--- config.mk ---
export PLATFORM = sky130hd
export DESIGN_NAME = irq_entry_seq
export DESIGN_NICKNAME = d
export VERILOG_FILES = /design/src/rtl/ie_pkg.sv /design/src/rtl/ie_prio_arb.sv /design/src/rtl/ie_step_fsm.sv /design/src/rtl/ie_bus_fmt.sv /design/src/rtl/irq_entry_seq.sv
export SDC_FILE = /design/constraint.sdc
export NUM_CORES = 1
export LEC_CHECK = 0
export BUFFER_PORTS_ARGS = -buffer_cell sky130_fd_sc_hd__buf_2
export CAP_MARGIN = 20
export CORE_ASPECT_RATIO = 0.5
export CORE_UTILIZATION = 50
export DETAILED_ROUTE_END_ITERATION = 7
export PLACE_DENSITY = 0.76
export SETUP_SLACK_MARGIN = 0.2
export SYNTH_ARGS = -nofsm -noshare
export SYNTH_HDL_FRONTEND = slang
export SYNTH_SLANG_ARGS = --single-unit
--- constraint.sdc ---
create_clock -name clk -period 7 [get_ports clk]
set_input_delay 0.35 -clock clk [delete_from_list [all_inputs] [get_ports clk]]
set_output_delay 0.35 -clock clk [all_outputs]
set_load 0.01 [all_outputs]
--- src/rtl/ie_pkg.sv ---
package ie_pkg;
  typedef enum logic [2:0] {
    K_RESET = 3'd0,
    K_ABORT = 3'd1,
    K_NMI   = 3'd2,
    K_IRQ   = 3'd3,
    K_BRK   = 3'd4,
    K_COP   = 3'd5
  } entry_kind_e;

  typedef enum logic [3:0] {
    ST_IDLE      = 4'd0,
    ST_FETCH0    = 4'd1,
    ST_FETCH1    = 4'd2,
    ST_PUSH_BANK = 4'd3,
    ST_PUSH_PCH  = 4'd4,
    ST_PUSH_PCL  = 4'd5,
    ST_PUSH_STAT = 4'd6,
    ST_VEC_LO    = 4'd7,
    ST_VEC_HI    = 4'd8,
    ST_DONE      = 4'd9
  } step_e;

  localparam int IRQ_OFF_BIT = 2;
  localparam int DEC_BIT     = 3;
  localparam int BRK_BIT     = 4;
  localparam int N_HW        = 4;
endpackage

--- src/rtl/ie_prio_arb.sv ---
module ie_prio_arb #(
  parameter int N_SRC = 4
) (
  input  logic [N_SRC-1:0] req,
  output logic [N_SRC-1:0] grant,
  output logic             any
);
  logic blocked;

  // index 0 is the highest priority
  always_comb begin
    blocked = 1'b0;
    grant   = '0;
    for (int i = 0; i < N_SRC; i++) begin
      grant[i] = req[i] & ~blocked;
      blocked  = blocked | req[i];
    end
  end

  assign any = |req;
endmodule

--- src/rtl/ie_step_fsm.sv ---
module ie_step_fsm
  import ie_pkg::*;
(
  input  logic        clk,
  input  logic        rst_n,
  input  logic        start,
  input  entry_kind_e start_kind,
  input  logic        start_emu,
  input  logic        start_irq_off,
  output step_e       step,
  output entry_kind_e kind_q,
  output logic        emu_q
);
  step_e step_nx;

  always_comb begin
    step_nx = step;
    unique case (step)
      ST_IDLE:      if (start) step_nx = ST_FETCH0;
      ST_FETCH0:    step_nx = ST_FETCH1;
      ST_FETCH1:    step_nx = emu_q ? ST_PUSH_PCH : ST_PUSH_BANK;
      ST_PUSH_BANK: step_nx = ST_PUSH_PCH;
      ST_PUSH_PCH:  step_nx = ST_PUSH_PCL;
      ST_PUSH_PCL:  step_nx = ST_PUSH_STAT;
      ST_PUSH_STAT: step_nx = ST_VEC_LO;
      ST_VEC_LO:    step_nx = ST_VEC_HI;
      ST_VEC_HI:    step_nx = ST_DONE;
      ST_DONE:      step_nx = ST_IDLE;
      default:      step_nx = ST_IDLE;
    endcase
  end

  always_ff @(posedge clk or negedge rst_n) begin
    if (!rst_n) begin
      step   <= ST_IDLE;
      kind_q <= K_RESET;
      emu_q  <= 1'b0;
    end else begin
      step <= step_nx;
      if (step == ST_IDLE && start) begin
        kind_q <= start_kind;
        emu_q  <= start_emu;
      end
    end
  end

  // a masked IRQ never launches an entry
  a_r11_irq_masked: assert property (@(posedge clk) disable iff (!rst_n)
    (step == ST_IDLE && start && start_kind == K_IRQ) |-> !start_irq_off);

  // the high vector read always follows the low one
  a_r5_vec_hi_follows: assert property (@(posedge clk) disable iff (!rst_n)
    (step == ST_VEC_LO) |=> (step == ST_VEC_HI));

  // emulation entries never visit the bank push
  a_r4_emu_no_bank: assert property (@(posedge clk) disable iff (!rst_n)
    (step == ST_PUSH_BANK) |-> !emu_q);
endmodule

--- src/rtl/ie_bus_fmt.sv ---
module ie_bus_fmt
  import ie_pkg::*;
#(
  parameter int PC_W    = 16,
  parameter int BANK_W  = 8,
  parameter int DATA_W  = 8,
  parameter logic [PC_W-1:0] VN_RESET = 16'hFFFC,
  parameter logic [PC_W-1:0] VN_ABORT = 16'hFFE8,
  parameter logic [PC_W-1:0] VN_NMI   = 16'hFFEA,
  parameter logic [PC_W-1:0] VN_IRQ   = 16'hFFEE,
  parameter logic [PC_W-1:0] VN_BRK   = 16'hFFE6,
  parameter logic [PC_W-1:0] VN_COP   = 16'hFFE4,
  parameter logic [PC_W-1:0] VE_RESET = 16'hFFFC,
  parameter logic [PC_W-1:0] VE_ABORT = 16'hFFF8,
  parameter logic [PC_W-1:0] VE_NMI   = 16'hFFFA,
  parameter logic [PC_W-1:0] VE_IRQ   = 16'hFFFE,
  parameter logic [PC_W-1:0] VE_BRK   = 16'hFFFE,
  parameter logic [PC_W-1:0] VE_COP   = 16'hFFF4
) (
  input  logic                   clk,
  input  logic                   rst_n,
  input  step_e                  step,
  input  entry_kind_e            kind,
  input  logic                   emu,
  input  logic [BANK_W-1:0]      bank,
  input  logic [PC_W-1:0]        pc,
  input  logic [DATA_W-1:0]      status,
  input  logic [PC_W-1:0]        sp,
  output logic [BANK_W+PC_W-1:0] addr,
  output logic [DATA_W-1:0]      wdata,
  output logic                   rw,
  output logic                   vda,
  output logic                   vpa,
  output logic                   vp_n
);
  localparam logic [BANK_W-1:0] ZERO_BANK = '0;

  logic              is_sw;
  logic [PC_W-1:0]   ret_pc;
  logic [PC_W-1:0]   push_off;
  logic [PC_W-1:0]   vec;
  logic [DATA_W-1:0] pushed_stat;

  assign is_sw  = (kind == K_BRK) || (kind == K_COP);
  assign ret_pc = is_sw ? pc + PC_W'(2) : pc;

  always_comb begin
    pushed_stat = status;
    if (emu) pushed_stat[BRK_BIT] = (kind == K_BRK);
  end

  always_comb begin
    unique case (kind)
      K_RESET: vec = emu ? VE_RESET : VN_RESET;
      K_ABORT: vec = emu ? VE_ABORT : VN_ABORT;
      K_NMI:   vec = emu ? VE_NMI   : VN_NMI;
      K_IRQ:   vec = emu ? VE_IRQ   : VN_IRQ;
      K_BRK:   vec = emu ? VE_BRK   : VN_BRK;
      K_COP:   vec = emu ? VE_COP   : VN_COP;
      default: vec = VN_RESET;
    endcase
  end

  // distance below the captured stack pointer of each push slot
  always_comb begin
    unique case (step)
      ST_PUSH_PCH:  push_off = emu ? PC_W'(0) : PC_W'(1);
      ST_PUSH_PCL:  push_off = emu ? PC_W'(1) : PC_W'(2);
      ST_PUSH_STAT: push_off = emu ? PC_W'(2) : PC_W'(3);
      default:      push_off = '0;
    endcase
  end

  always_comb begin
    addr  = '0;
    wdata = '0;
    rw    = 1'b1;
    vda   = 1'b0;
    vpa   = 1'b0;
    vp_n  = 1'b1;
    unique case (step)
      ST_FETCH0: begin
        addr = {bank, pc};
        vda  = 1'b1;
        vpa  = 1'b1;
      end
      ST_FETCH1: begin
        addr = is_sw ? {bank, pc + PC_W'(1)} : {bank, pc};
        vpa  = is_sw;
      end
      ST_PUSH_BANK, ST_PUSH_PCH, ST_PUSH_PCL, ST_PUSH_STAT: begin
        addr = {ZERO_BANK, sp - push_off};
        vda  = 1'b1;
        rw   = (kind == K_RESET);
        unique case (step)
          ST_PUSH_BANK: wdata = DATA_W'(bank);
          ST_PUSH_PCH:  wdata = ret_pc[PC_W-1 -: DATA_W];
          ST_PUSH_PCL:  wdata = ret_pc[DATA_W-1:0];
          default:      wdata = pushed_stat;
        endcase
      end
      ST_VEC_LO: begin
        addr = {ZERO_BANK, vec};
        vda  = 1'b1;
        vp_n = 1'b0;
      end
      ST_VEC_HI: begin
        addr = {ZERO_BANK, vec + PC_W'(1)};
        vda  = 1'b1;
        vp_n = 1'b0;
      end
      default: ;
    endcase
  end

  // the vector strobe only accompanies data reads
  a_r5_vp_only_vector: assert property (@(posedge clk) disable iff (!rst_n)
    !vp_n |-> (rw && vda && !vpa));

  // native pushes of non-reset entries are writes to bank 0
  a_r3_push_writes: assert property (@(posedge clk) disable iff (!rst_n)
    (step == ST_PUSH_STAT && kind != K_RESET) |-> (!rw && addr[BANK_W+PC_W-1 -: BANK_W] == ZERO_BANK));
endmodule

--- src/rtl/irq_entry_seq.sv ---
module irq_entry_seq
  import ie_pkg::*;
#(
  parameter int PC_W   = 16,
  parameter int BANK_W = 8,
  parameter int DATA_W = 8
) (
  input  logic                   clk,
  input  logic                   rst_n,
  input  logic                   reset_req,
  input  logic                   abort_req,
  input  logic                   nmi_req,
  input  logic                   irq_req,
  input  logic                   trap_valid,
  input  logic                   trap_cop,
  output logic                   trap_ready,
  input  logic [BANK_W-1:0]      ctx_bank,
  input  logic [PC_W-1:0]        ctx_pc,
  input  logic [DATA_W-1:0]      ctx_status,
  input  logic [PC_W-1:0]        ctx_sp,
  input  logic                   ctx_emu,
  output logic [BANK_W+PC_W-1:0] bus_addr,
  output logic [DATA_W-1:0]      bus_wdata,
  input  logic [DATA_W-1:0]      bus_rdata,
  output logic                   bus_rw,
  output logic                   bus_vda,
  output logic                   bus_vpa,
  output logic                   bus_vp_n,
  output logic                   busy,
  output logic                   done,
  output logic [BANK_W-1:0]      new_bank,
  output logic [PC_W-1:0]        new_pc,
  output logic [DATA_W-1:0]      new_status,
  output logic [PC_W-1:0]        new_sp
);
  localparam logic [PC_W-1:0] PUSH_NATIVE = PC_W'(4);
  localparam logic [PC_W-1:0] PUSH_EMU    = PC_W'(3);

  logic [N_HW-1:0]   hw_raw;
  logic [N_HW-1:0]   hw_grant;
  logic              hw_any;
  entry_kind_e       hw_kind;
  entry_kind_e       pick_kind;
  logic              idle;
  logic              start;
  step_e             step;
  entry_kind_e       kind_q;
  logic              emu_q;
  logic [BANK_W-1:0] bank_q;
  logic [PC_W-1:0]   pc_q;
  logic [DATA_W-1:0] stat_q;
  logic [PC_W-1:0]   sp_q;
  logic [DATA_W-1:0] vec_lo_q;

  assign hw_raw = {irq_req & ~ctx_status[IRQ_OFF_BIT], nmi_req, abort_req, reset_req};

  ie_prio_arb #(.N_SRC(N_HW)) u_arb (
    .req   (hw_raw),
    .grant (hw_grant),
    .any   (hw_any)
  );

  always_comb begin
    hw_kind = K_RESET;
    for (int i = N_HW - 1; i >= 0; i--)
      if (hw_grant[i]) hw_kind = entry_kind_e'(3'(i));
  end

  assign idle       = (step == ST_IDLE);
  assign trap_ready = idle && !hw_any;
  assign start      = idle && (hw_any || trap_valid);
  assign pick_kind  = hw_any ? hw_kind : (trap_cop ? K_COP : K_BRK);
  assign busy       = !idle;
  assign done       = (step == ST_DONE);

  always_ff @(posedge clk or negedge rst_n) begin
    if (!rst_n) begin
      bank_q <= '0;
      pc_q   <= '0;
      stat_q <= '0;
      sp_q   <= '0;
    end else if (start) begin
      bank_q <= ctx_bank;
      pc_q   <= ctx_pc;
      stat_q <= ctx_status;
      sp_q   <= ctx_sp;
    end
  end

  ie_step_fsm u_fsm (
    .clk           (clk),
    .rst_n         (rst_n),
    .start         (start),
    .start_kind    (pick_kind),
    .start_emu     (ctx_emu),
    .start_irq_off (ctx_status[IRQ_OFF_BIT]),
    .step          (step),
    .kind_q        (kind_q),
    .emu_q         (emu_q)
  );

  ie_bus_fmt #(.PC_W(PC_W), .BANK_W(BANK_W), .DATA_W(DATA_W)) u_fmt (
    .clk    (clk),
    .rst_n  (rst_n),
    .step   (step),
    .kind   (kind_q),
    .emu    (emu_q),
    .bank   (bank_q),
    .pc     (pc_q),
    .status (stat_q),
    .sp     (sp_q),
    .addr   (bus_addr),
    .wdata  (bus_wdata),
    .rw     (bus_rw),
    .vda    (bus_vda),
    .vpa    (bus_vpa),
    .vp_n   (bus_vp_n)
  );

  always_ff @(posedge clk or negedge rst_n) begin
    if (!rst_n) begin
      vec_lo_q   <= '0;
      new_bank   <= '0;
      new_pc     <= '0;
      new_status <= '0;
      new_sp     <= '0;
    end else begin
      if (step == ST_VEC_LO) vec_lo_q <= bus_rdata;
      if (step == ST_VEC_HI) begin
        new_pc                  <= {bus_rdata, vec_lo_q};
        new_bank                <= '0;
        new_status              <= stat_q;
        new_status[IRQ_OFF_BIT] <= 1'b1;
        new_status[DEC_BIT]     <= 1'b0;
        new_sp                  <= sp_q - (emu_q ? PUSH_EMU : PUSH_NATIVE);
      end
    end
  end

  // a reset entry never drives a write
  a_r7_reset_no_write: assert property (@(posedge clk) disable iff (!rst_n)
    (busy && kind_q == K_RESET) |-> bus_rw);

  // completion is a single-cycle pulse followed by idle
  a_r6_done_one_cycle: assert property (@(posedge clk) disable iff (!rst_n)
    done |=> (!done && !busy));

  // no trap is offered acceptance while an entry runs
  a_r12_no_ready_busy: assert property (@(posedge clk) disable iff (!rst_n)
    busy |-> !trap_ready);
endmodule

==> results of run 1 <==
-- power by group --
part	internal [mW]	switching (mW)
clock	0.297	0.247
sequential	0.879	0.393
combinational	0.842	1.04
total	2.02	1.68
-- worst min path at each step --
| stage | slack (ns) | cells past startpoint | end | from |
|---|---|---|---|---|
| floorplan | 0.05 | 0 | bank_q[0] | rst_n |
| global placement | 0.27 | 1 | new_pc[14] | rst_n |
| detailed placement | 0.28 | 1 | new_pc[1] | rst_n |
| CTS | 0.19 | 3 | new_pc[9] | bus_rdata[1] |
| global route | 0.20 | 3 | new_pc[8] | bus_rdata[0] |
| finish | 0.20 | 3 | new_pc[8] | bus_rdata[0] |
-- repair_timing --
item | CTS | global route
endpoints found under the hold margin | 25 | 0
gates resized for setup | 0 | 0
hold buffers | 1 | 0
-- worst max-delay path: stages (launching register included) --
cell and delay (ns):
dfrtp_1 0.63, nand2b_1 0.32, a211oi_1 0.34, ha_1 0.21, inv_1 0.05, fa_1 0.44
nor4_1 0.70, xor2_1 0.14, a221oi_1 0.32, o21ai_0 0.18, buf_2 0.18
-- sequential cells by signal, summed over array words and instances (netlist names) --
name and flops:
new_status 7, sp_q 16, u_fsm.step 4, u_fsm.kind_q 3, new_pc 16, new_sp 16, u_fsm.emu_q 1, vec_lo_q 8
stat_q 8, pc_q 16, bank_q 8
-- metal layers --
metal  routed length, µm  global-route usage [%]  part of all wire (%)  vias to the layer above
li1                    -                       -                     -                     2440
met1                7274                   39.03                    45                     2563
met2                7272                   40.27                    45                      252
met3                1444                   5.895                   8.9                       25
met4                 265                   7.451                   1.6                        0
met5                   0                       0                     0                        -
-- cell usage after synthesis, types with 2 or more instances --
cell | count | area share (%)
nor4b_1 | 2 | 0.29
buf_4 | 9 | 1.1
o21ai_1 | 2 | 0.17
nor2b_1 | 19 | 2.0
and4b_1 | 2 | 0.34
buf_2 | 6 | 0.50
o221ai_1 | 6 | 0.88
nand3_1 | 11 | 0.92
a31oi_1 | 3 | 0.31
a211oi_1 | 3 | 0.38
nand4b_1 | 2 | 0.29
nand4_1 | 6 | 0.63
o311ai_0 | 3 | 0.44
nor3b_1 | 2 | 0.25
dfrtp_1 | 103 | 43
o21ai_0 | 38 | 3.2
a221oi_1 | 6 | 0.88
nor2_1 | 41 | 2.6
xor2_1 | 33 | 4.8
nand2b_1 | 5 | 0.52
mux2_2 | 57 | 11
a21oi_1 | 29 | 2.4
nand3b_1 | 2 | 0.25
fa_1 | 2 | 0.67
or3_1 | 3 | 0.31
nor3_1 | 11 | 0.92
inv_1 | 9 | 0.57
o211ai_1 | 2 | 0.25
nand2_1 | 120 | 7.6
ha_1 | 8 | 1.7
nor4_1 | 10 | 1.0
clkbuf_1 | 34 | 2.1
a22oi_1 | 2 | 0.25
xnor2_1 | 17 | 2.5
a21o_1 | 9 | 1.1
-- final cells by class --
| type | instances | area, µm² | area share, % |
|---|---|---|---|
| clock buffers | 10 | 239.0 | 3.367 |
| flip-flops and latches | 103 | 2577 | 36.31 |
| repair buffers | 149 | 785.8 | 11.07 |
| well taps | 159 | 198.9 | 2.803 |
| multi-input cells | 487 | 3178 | 44.77 |
| inverters | 9 | 33.78 | 0.4759 |
| clock inverters | 6 | 85.08 | 1.199 |
-- logic make-up (layout without fill, tap and decap cells) --
logic type,after synthesis,count (layout)
AND/OR/NAND/NOR,245,245
AO/OA/AOI/OAI,115,115
XOR/XNOR,50,50
flip-flops,103,103
buffers and inverters,59,174
multiplexers,58,58
adder cells (fa/ha/maj),10,10
other,1,9
-- through the flow --
stage / utilization [%] / cells
after floorplan: - / 649
after detailed placement: 59.70 / 905
after global placement: 59.66 / 904
after CTS: 62.66 / 922
after global routing: 62.91 / 923
final: 62.91 / 923
==> results.toml, run 1 <==
[synth]
yosys.area_share.simple_pct = 19.35
synth.distinct_cells = 59
synth_xor_area_share_pct = 7.345
synth-compound-area-share_pct = 12.32
yosysSeqAreaShare_pct = 43.23
synth_top_family_by_area = "simple AND/OR/NAND/NOR gates"
synth_cells = 641
ys.flop_type = "dfrtp_1"
synth_edf_count = 0
yosys_warnings = 0
ys_seq_elements = 103
syn_area_um2 = 5962
synthArstFlopShare_pct = 100.0
synth_fa_ha_area_share_pct = 2.350
avgSynthCellArea_um2 = 9.301
muxShareOfSynthArea_pct = 10.93

[clock_tree]
cts_buffers = 9
clkSinkCount = 103
clk_pin_slew_ns = 0.08
cts_max_level = 3
clockBufferDepth = 2
postCtsSetupRepairBufs = 0
cts_tree = "done"
clk_latency_ns = 0.36
cts_root_buf = "clkbuf_16"

[sta]
setup_viol = 0
fmax_mhz = 238.3
rsz0062_at_grt = "no"
hold_viol = 0
timing.final.ws_setup_ns = 2.804
max_slew_margin_pct = 28.58
min_period_over_period_pct = 59.94
slew_viol_final = 0
whs_ns = 0.1965
layout_min_cycle_time_ns = 4.196
skew_ns = 0.01064
worst_pin_slew_ns = 1.071
tns_ns = 0

[status]
status = "completed"

[worst_setup_path]
ff2ff_path_depth = 3
critPathCapture = "bus_addr[8]"
crit_arrival_ns = 3.85
path_class = "register to output port"
critPathLaunch = "u_fsm.step[3]"
r2r-end = "u_fsm.step[3]"
critical_path_required_ns = 6.65
endpoint_kind = "output port"
rrSetupSlack_ns = 4.11
critPathMaxFanout = 23
worstReg2RegStart = "u_fsm.step[3]"
startpoint_type = "register"

[die]
boundaryPins = 152
core_area_um2 = 11280
die_w_um = 156.4
die_h_um = 79.22
dieArea_um2 = 12390
placementRows = 27
start_util_pct = 52.84

[cells_and_area]
n_antenna_cell = 0
stdcell_area_um2 = 7098
syn_to_final_growth_pct = 19.06
drive_gt1_share_pct = 30.50
fill_cells = 997
nets = 834
mostFrequentLayoutCell = "buf_2"
mostFrequentLayoutCells = "buf_2, nand2_1, dfrtp_1"

[placement]
pre_cts_ws_ns = 3.222
post_dp_cell_area_um2 = 6736
gp_congestion = 0.9396
hpwl_um = 11810
io_buffer_count = 142

[routing]
wl_um = 16260
vias = 5280
wl_per_cell_um = 17.61
first_pass_iters = 5
detail-route-antenna-nets = 0
drt_iter0_markers = 485
post-route-drc-count = 0
vias_per_cell = 5.720

[grt]
antenna_found_initial = 0
grt_pass1_vias = 4907
grt_pass1_wl_um = 25440
grt_max_degree = 79
grt_usage_pct = 26.88
grt-ovfl-total = 0

[power]
power_mw = 3.703
ir_drop_v = 0.0002080
powerDensity_nw_per_um2 = 521.6
power_leakage_nw = 3.314

[worst_hold_path]
hold_path.class = "input pin to register"

[flow_run]
max-cap-violations = 0
(Power assumes the default switching activity.)
==> inputs of run 2 (changes only) <==
Clock period 7 ns to 4 ns, I/O delays scaled along.
==> results.toml, run 2 (synthesis results as in run 1) <==
[power]
power_leakage_nw = 3.323
ir_drop_v = 0.0003584
powerDensity_nw_per_um2 = 907.3

[sta]
setup_viol = 0
hold_viol = 0
rsz0062_at_grt = "no"
slew_viol_final = 0
whs_ns = 0.04982
skew_ns = 0.009728
min_period_over_period_pct = 89.16
fmax_mhz = 280.4
layout_min_cycle_time_ns = 3.566
max_slew_margin_pct = 36.23
tns_ns = 0
worst_pin_slew_ns = 0.9541

[worst_setup_path]
critPathCapture = "bus_addr[8]"
critical_path_required_ns = 3.80
critPathLaunch = "u_fsm.step[0]"
crit_arrival_ns = 3.37
ff2ff_path_depth = 7
endpoint_kind = "output port"
critPathMaxFanout = 17
startpoint_type = "register"
worstReg2RegStart = "u_fsm.emu_q"
rrSetupSlack_ns = 1.80
r2r-end = "new_sp[14]"
path_class = "register to output port"

[grt]
grt_usage_pct = 26.72
grt-ovfl-total = 0
grt_pass1_wl_um = 25210
antenna_found_initial = 0
grt_pass1_vias = 4818
grt_max_degree = 83

[routing]
wl_per_cell_um = 17.22
drt_iter0_markers = 454
detail-route-antenna-nets = 0
vias = 5204
vias_per_cell = 5.614
post-route-drc-count = 0
wl_um = 15970
first_pass_iters = 7

[placement]
gp_congestion = 0.9489
hpwl_um = 11780
post_dp_cell_area_um2 = 6763
io_buffer_count = 142

[clock_tree]
clkSinkCount = 103
clk_pin_slew_ns = 0.08
cts_buffers = 9
cts_max_level = 3
clockBufferDepth = 2
cts_tree = "done"
clk_latency_ns = 0.36
cts_root_buf = "clkbuf_16"

[die]
die_h_um = 79.22
placementRows = 27
die_w_um = 156.4
boundaryPins = 152
start_util_pct = 52.84
dieArea_um2 = 12390
core_area_um2 = 11280

[cells_and_area]
nets = 838
drive_gt1_share_pct = 30.99
stdcell_area_um2 = 7122
syn_to_final_growth_pct = 19.45
mostFrequentLayoutCell = "buf_2"
n_antenna_cell = 0
mostFrequentLayoutCells = "buf_2, nand2_1, dfrtp_1"

[status]
status = "completed"

[flow_run]
max-cap-violations = 0

[worst_hold_path]
hold_path.class = "input pin to register"
## run 2: cell count changes in the layout (fill, tap and decap cells not counted), sizes merged
cell    before  now
clkbuf      10    9
buf        148  152
inv         12   13
bufinv       1    0
clkinv       2    3
## run 2: critical path: stages, from the launching register on
cell      delay (ns)
dfrtp_2         0.55
nor2b_1         0.24
nor2_1          0.06
a211oi_1        0.31
ha_1            0.22
inv_1           0.05
fa_1            0.44
nor4_1          0.30
buf_4           0.20
xor2_1          0.07
a221oi_1        0.24
o21ai_0         0.15
buf_2           0.17
## run 2: how the worst min path moves through the flow
stage	endpoint	depth (start not counted)	from	slack [ns]
finish	new_pc[15]	3	bus_rdata[7]	0.05
global route	new_pc[12]	3	bus_rdata[4]	0.06
CTS	new_pc[15]	3	bus_rdata[7]	0.04
detailed placement	new_pc[15]	3	bus_rdata[7]	0.42
global placement	new_pc[9]	3	bus_rdata[1]	0.41
floorplan	bank_q[0]	0	rst_n	-0.1
## run 2: metrics by stage
| step | power (mW) | utilization [%] | worst slack [ns] | cells |
|---|---|---|---|---|
| 2_1_floorplan | 4.295 | - | 0.9267 | 649 |
| 3_3_place_gp | 5.422 | 59.94 | 0.9368 | 909 |
| 3_5_place_dp | 5.496 | 59.94 | 0.7534 | 909 |
| 4_1_cts | 6.444 | 62.76 | 0.3416 | 925 |
| 5_1_grt | 6.894 | 63.12 | 0.2321 | 927 |
| 6_report | 6.461 | 63.12 | 0.4338 | 927 |
## run 2: cell type report
class	count	area (µm²)
clock inverter	7	93.84
timing repair buffer	153	818.3
tap	159	198.9
clock buffer	9	225.2
inverter	9	33.78
fill	984	4161
multi-input combinational	487	3172
sequential	103	2580
## run 2: routing by layer
| layer | vias to the layer above | global-route usage (%) | routed length (µm) |
|---|---|---|---|
| met3 | 21 | 5.895 | 1244 |
| met5 | - | 0 | 0 |
| met2 | 200 | 39.64 | 6939 |
| met4 | 0 | 6.373 | 186 |
| li1 | 2461 | - | - |
| met1 | 2522 | 39.45 | 7597 |
## run 2: report_power, final
part,switching [mW],internal [mW],leakage (nW)
logic,1.86,1.50,1.92
registers,0.641,1.54,1.25
clock network,0.463,0.456,0.154
total,2.97,3.49,3.32
## run 2: timing repair
action | CTS | global route
endpoints found under the hold margin | 0 | 26
setup endpoints to repair | 0 | 4
hold buffers | 0 | 1
setup buffers | 0 | 0
resized for setup | 0 | 2
